==> src/rtl/fuse_pair_detect.sv <==
`timescale 1ns/1ps
module fuse_pair_detect (
  input  logic        clk,
  input  logic        rst,
  input  logic        old_valid,
  input  logic [31:0] old_insn,
  input  logic        young_valid,
  input  logic [31:0] young_insn,
  input  logic [8:0]  pat_en,
  output logic        fuse_q,
  output logic [8:0]  kind_q,
  output logic [4:0]  dest_q
);
  localparam int NK = 9;

  wire [6:0] o_op = old_insn[6:0];
  wire [2:0] o_f3 = old_insn[14:12];
  wire [6:0] o_f7 = old_insn[31:25];
  wire [4:0] o_rd = old_insn[11:7];
  wire [6:0] y_op = young_insn[6:0];
  wire [2:0] y_f3 = young_insn[14:12];
  wire [4:0] y_rd = young_insn[11:7];
  wire [4:0] y_rs1 = young_insn[19:15];

  wire sh_f3    = (o_f3 == 3'b010) || (o_f3 == 3'b100) || (o_f3 == 3'b110);
  wire o_add    = o_op == 7'h33 && o_f3 == 3'b000 && o_f7 == 7'h00;
  wire o_adduw  = o_op == 7'h3b && o_f3 == 3'b000 && o_f7 == 7'h04;
  wire o_shadd  = o_op == 7'h33 && o_f7 == 7'h10 && sh_f3;
  wire o_shuw   = o_op == 7'h3b && o_f7 == 7'h10 && sh_f3;
  wire o_auipc  = o_op == 7'h17;
  wire o_lui    = o_op == 7'h37;
  wire o_addi   = o_op == 7'h13 && o_f3 == 3'b000;
  wire o_slli   = o_op == 7'h13 && o_f3 == 3'b001 && old_insn[31:26] == 6'd0;

  wire y_load   = y_op == 7'h03;
  wire y_lw     = y_load && y_f3 == 3'b010;
  wire y_ld     = y_load && y_f3 == 3'b011;
  wire y_signld = y_load && !y_f3[2];
  wire y_srli   = y_op == 7'h13 && y_f3 == 3'b101 && young_insn[31:26] == 6'd0;
  wire y_zoff   = young_insn[31:20] == 12'd0;

  wire chain = old_valid && young_valid && o_rd != 5'd0 &&
               y_rd == o_rd && y_rs1 == o_rd;

  logic [NK-1:0] hit, pick;
  assign hit = {NK{chain}} & pat_en & {
    o_shuw  && y_signld,
    o_shadd && y_signld,
    o_adduw && y_lw,
    o_addi  && y_lw,
    o_addi  && y_ld,
    o_slli  && y_srli,
    o_lui   && y_ld,
    o_auipc && y_ld,
    o_add   && y_lw && y_zoff
  };
  assign pick = hit & (~hit + 1'b1);

  always_ff @(posedge clk) begin
    if (rst) begin
      fuse_q <= 1'b0;
      kind_q <= '0;
      dest_q <= '0;
    end else begin
      fuse_q <= |pick;
      kind_q <= pick;
      dest_q <= (|pick) ? o_rd : 5'd0;
    end
  end
endmodule


==> config.mk <==
export PLATFORM = sky130hd
export DESIGN_NAME = fuse_pair_detect
export DESIGN_NICKNAME = d
export VERILOG_FILES = /design/src/rtl/fuse_pair_detect.sv
export SDC_FILE = /design/constraint.sdc
export NUM_CORES = 1
export LEC_CHECK = 0
export ABC_AREA = 1
export BUFFER_PORTS_ARGS = -buffer_cell sky130_fd_sc_hd__buf_2
export CORE_ASPECT_RATIO = 1.5
export CORE_MARGIN = 2
export CORE_UTILIZATION = 38
export CTS_CLUSTER_DIAMETER = 50
export CTS_CLUSTER_SIZE = 14
export DETAILED_ROUTE_END_ITERATION = 12
export PLACE_DENSITY = 0.78
export SLEW_MARGIN = 5
export SYNTH_ARGS = -nofsm -noshare
export SYNTH_HDL_FRONTEND = slang
export SYNTH_SLANG_ARGS = --single-unit
==> constraint.sdc <==
create_clock -name clk -period 2.17 [get_ports clk]
set_input_delay 0.651 -clock clk [delete_from_list [all_inputs] [get_ports clk]]
set_output_delay 0.651 -clock clk [all_outputs]
set_load 0.1 [all_outputs]
Word-level counts from Yosys, hierarchy flattened
Index checks and enable logic that the tools add are counted.
W data, S select, Z words.
{"block": "totals", "input_bits": 77, "wordCells": 68, "output_inout_bits": 15, "reg_bits": 15}
{"block": "classes", "add_sub_neg": 1, "reduce_logical": 41, "eq_ne": 18, "bitwise_logic": 5}
{"cell": "$logic_and A1 B1 Y1", "n": 30}
{"cell": "$eq A7 B5 Y1 const B", "n": 4}
{"cell": "$and A9 B9 Y9", "n": 3}
{"cell": "$eq A7 B6 Y1 const B", "n": 3}
{"cell": "$logic_not A12 Y1", "n": 1}
{"cell": "$logic_not A6 Y1", "n": 2}
{"cell": "$eq A5 B5 Y1", "n": 2}
{"cell": "$add A9 B1 Y9 const B", "n": 1}
{"cell": "$eq A3 B2 Y1 const B", "n": 3}
{"cell": "$eq A3 B3 Y1 const B", "n": 3}
{"cell": "$not A9 Y9", "n": 1}
{"cell": "$reduce_or A9 Y1", "n": 1}
{"cell": "$eq A7 B2 Y1 const B", "n": 1}
{"cell": "$eq A7 B3 Y1 const B", "n": 1}
{"cell": "$logic_not A7 Y1", "n": 1}
{"cell": "$reduce_bool A5 Y1", "n": 1}
{"cell": "$eq A3 B1 Y1 const B", "n": 1}
{"cell": "$logic_not A3 Y1", "n": 1}
{"cell": "$logic_or A1 B1 Y1", "n": 2}
{"cell": "$reduce_or A2 Y1", "n": 1}
{"cell": "$logic_not A1 Y1", "n": 1}
{"cell": "$not A1 Y1", "n": 1}

Depth between registers and ports, before layout
{"block": "logic_depth", "depth_word": 12, "mapped_depth": 13, "mapped_depth_nobuf": 13}

Least setup slack after synthesis
OpenSTA, ideal clock, no wires.
{"block": "synth_timing", "kind": "input to register", "startpoint": "input young_insn[9]", "endpoint": "register dest_q[0]", "required_time_ns": 2.057, "path_slack_ns": 0.432, "n_path_buf": 0, "setup_ns": 0.113, "arrival_time_ns": 1.624, "path_stages": 10, "path_cell_list": "nor2_1 > nand2_1 > a21oi_1 > nor2_4 > nand3_1 > nand3_1 > nor2_1 > nand4_1 > nand2_2 > nor2_1"}
{"block": "synth_between", "elab_chain_len": 11}
{"element": "start, declared", "line_no": "8", "text": "input logic [31:0] young_insn,"}
{"element": "$eq A5 B5 Y1 *", "line_no": "43", "text": "y_rd == o_rd && y_rs1 == o_rd;"}
{"element": "$logic_and A1 B1 Y1 *", "line_no": "42", "text": "wire chain = old_valid && young_valid && o_rd != 5'd0 &&"}
{"element": "$logic_and A1 B1 Y1 *", "line_no": "43"}
{"element": "$and A9 B9 Y9 * (2 in a row)", "line_no": "46", "text": "assign hit = {NK{chain}} & pat_en & {"}
{"element": "$not A9 Y9", "line_no": "57", "text": "assign pick = hit & (~hit + 1'b1);"}
{"element": "$add A9 B1 Y9", "line_no": "57"}
{"element": "$and A9 B9 Y9 *", "line_no": "57"}
{"element": "$reduce_or A9 Y1 *", "line_no": "67", "text": "dest_q <= (|pick) ? o_rd : 5'd0;"}
{"element": "$not A1 Y1 (no line) *"}
{"element": "$reduce_or A2 Y1 (no line) *"}
{"element": "end signal, assigned", "line_no": "67"}
{"element": "end, declared", "line_no": "12", "text": "output logic [4:0] dest_q"}
Every way passes the cells marked *; elsewhere a longest branch is shown, timed or not.
A chain may end at the register's enable or synchronous reset.

Worst setup path in the final report
{"block": "layout_timing", "startpoint": "input young_insn[9]", "endpoint": "register dest_q[2]"}
Same word-level chain as after synthesis.

==> results.ini <==
[power_and_ir_drop]
p_per_area_mw_per_mm2=388.0
peakVddDrop_uv=229.8
power.total_w=0.0006204
p_leak_nw=0.9721

[clocking]
cts.clk_slew.worst_paths_ns=0.05
cts_buffers=3
cts_tree=done
hold_buffers=0
cts.sinks=15
cts.htree.levels=1
clock-root-buffer=clkbuf_8
cts_setup_buffers=0
ctsResizeCount=0
clockBufferDepth=2

[place]
dp_hpwl_mm=2.484
place_ws_ns=0.1760
portBuffers=81
placed_area_mm2=0.001554
gp_congestion=0.8910

[synthesis]
synth_seq_cells=15
seq_area_frac_synth=0.2724
avgSynthCellArea_um2=5.249
syn_nets=287
ys_warn_count=0
synthesis.instances=210
syn_area_mm2=0.001102
ys_types=16

[critical_path]
cp_top_family=simple AND/OR/NAND/NOR gates
path_common_cell=nor2_1
crit_end=dest_q[2]$_SDFF_PP0_
crit_type=in -> reg
end_kind=flip-flop
worst-path-buf-inv=1
cp-start-kind=input pin
slowest_delay_ns=0.22
cp.required_ns=2.31
slowest_stage=a21oi_1
cp-startpoint=young_insn[9]
worst-path-stages=11
path_cells=buf_2, nor2_1, nand2_1, a21oi_1, nor2_4, nand3_1, nand3_1, nor2_1, nand4_1, nand2_2, nor2_1
arrival_ns=1.87
path_max_fanout=6

[detailed_routing]
drt-vias-per-instance=4.373
ant_nets=0
wl_per_cell_um=8.009
vias=1452
firstDrtPassIters=4
drcViolationCount=0
dr.first_iter.drc_count=15
routed_wl_mm=2.659

[floorplanning]
fp-row-count=23
core-area_mm2=0.002705
die_area_mm2=0.003357
num_io_pins=92
die_w_um=47.98
start_util=0.4075
die_y_um=69.97

[min_path]
hold_class=in -> reg

[final_layout]
syn_to_final_growth_pct=45.06
antennaDiodeCount=0
n_fill_cell=305
drive_gt1_frac=0.3153
design_area_mm2=0.001599
fin_nets=373
post-route-util=0.5911

[timing]
post-route-period-util=0.7963
hold_viol_final=0
slew-limit-headroom=0.6752
setup_viol=0
fin_tns_setup_ns=0
period_needed_ns=1.728
tightest_slew_ns=0.4906
fmax_mhz=578.7
slew_viol_final=0
layout_setup_ws_ns=0.4421
rsz0062_at_grt=false

[flow_run]
maxCapViolCount=0

[grt]
overflow=0
grt_usage=0.1760
first_global_vias=1360
antenna_found_initial=0
grt_pass1_wl_mm=4.574
grt_max_degree=9

[status]
outcome=finished, final reports clean

cell type report:
class | count | area [um2] | area share
Timing Repair Buffer | 81 | 405.4 | 0.2535
Multi-Input combinational cell | 154 | 648.1 | 0.4053
Clock buffer | 4 | 45.04 | 0.02817
Sequential cell | 15 | 300.3 | 0.1878
Inverter | 41 | 153.9 | 0.09624
Tap cell | 37 | 46.29 | 0.02895
metal layers:
layer	up-vias	part of all wire	global-route usage
li1	799	-	-
met5	-	0	0
met2	55	0.55	0.3407
met3	6	0.070	0.02584
met4	0	0.022	0.07808
met1	592	0.35	0.1578
worst min-delay path by stage:
stage | from | endpoint | slack (ns) | depth (start not counted)
after floorplan | rst | kind_q[0]$_SDFF_PP0_ | 0.72 | 1
after global placement | rst | kind_q[6]$_SDFF_PP0_ | 0.89 | 2
after detailed placement | rst | kind_q[3]$_SDFF_PP0_ | 0.89 | 2
after CTS | rst | kind_q[3]$_SDFF_PP0_ | 0.63 | 2
after global routing | rst | kind_q[3]$_SDFF_PP0_ | 0.65 | 2
final | rst | kind_q[3]$_SDFF_PP0_ | 0.63 | 2
sequential cells by signal (all words and copies together) (netlist names):
register and cells:
fuse_q 1, dest_q 5, kind_q 9
placed cells by master (no fill, tap or decap), types with 3 or more instances in the layout:
| cell | netlist | final |
|---|---|---|
| nor3_1 | 5 | 5 |
| buf_2 | 0 | 81 |
| inv_2 | 3 | 3 |
| nand3_1 | 23 | 23 |
| nand2_2 | 3 | 3 |
| inv_1 | 38 | 38 |
| nand2_1 | 55 | 55 |
| clkbuf_8 | 0 | 3 |
| nor2_1 | 58 | 58 |
| dfxtp_1 | 15 | 15 |
synth_stat cells, drive strengths merged:
master / n / area, um2
nand3b: 1 / 7.510
inv: 41 / 153.9
nand4: 2 / 12.51
a21oi: 1 / 5.000
nor2: 61 / 241.5
o21ai: 2 / 10.00
nand3: 23 / 115.1
nand2: 58 / 225.2
nor3: 5 / 25.02
or2: 1 / 6.260
dfxtp: 15 / 300.3
power breakdown:
part	switching, W	leakage, nW	internal (W)
registers	0.000000000000190	0.121	0.000276
logic	0.0000668	0.829	0.0000655
clock network	0.0000829	0.0228	0.000130
total	0.000150	0.972	0.000471
cells by family after synthesis:
group           Yosys count  share of synthesized area
simple gates            151                     0.5743
buf+inv                  41                     0.1396
flops                    15                     0.2724
compound gates            3                    0.01361
metrics by stage:
stage,hold WS (ns),std cells
2_1_floorplan,0.7234,210
3_3_place_gp,0.8915,328
3_5_place_dp,0.8873,328
4_1_cts,0.6299,332
5_1_grt,0.6498,332
6_report,0.6336,332
(Power assumes the default switching activity.)
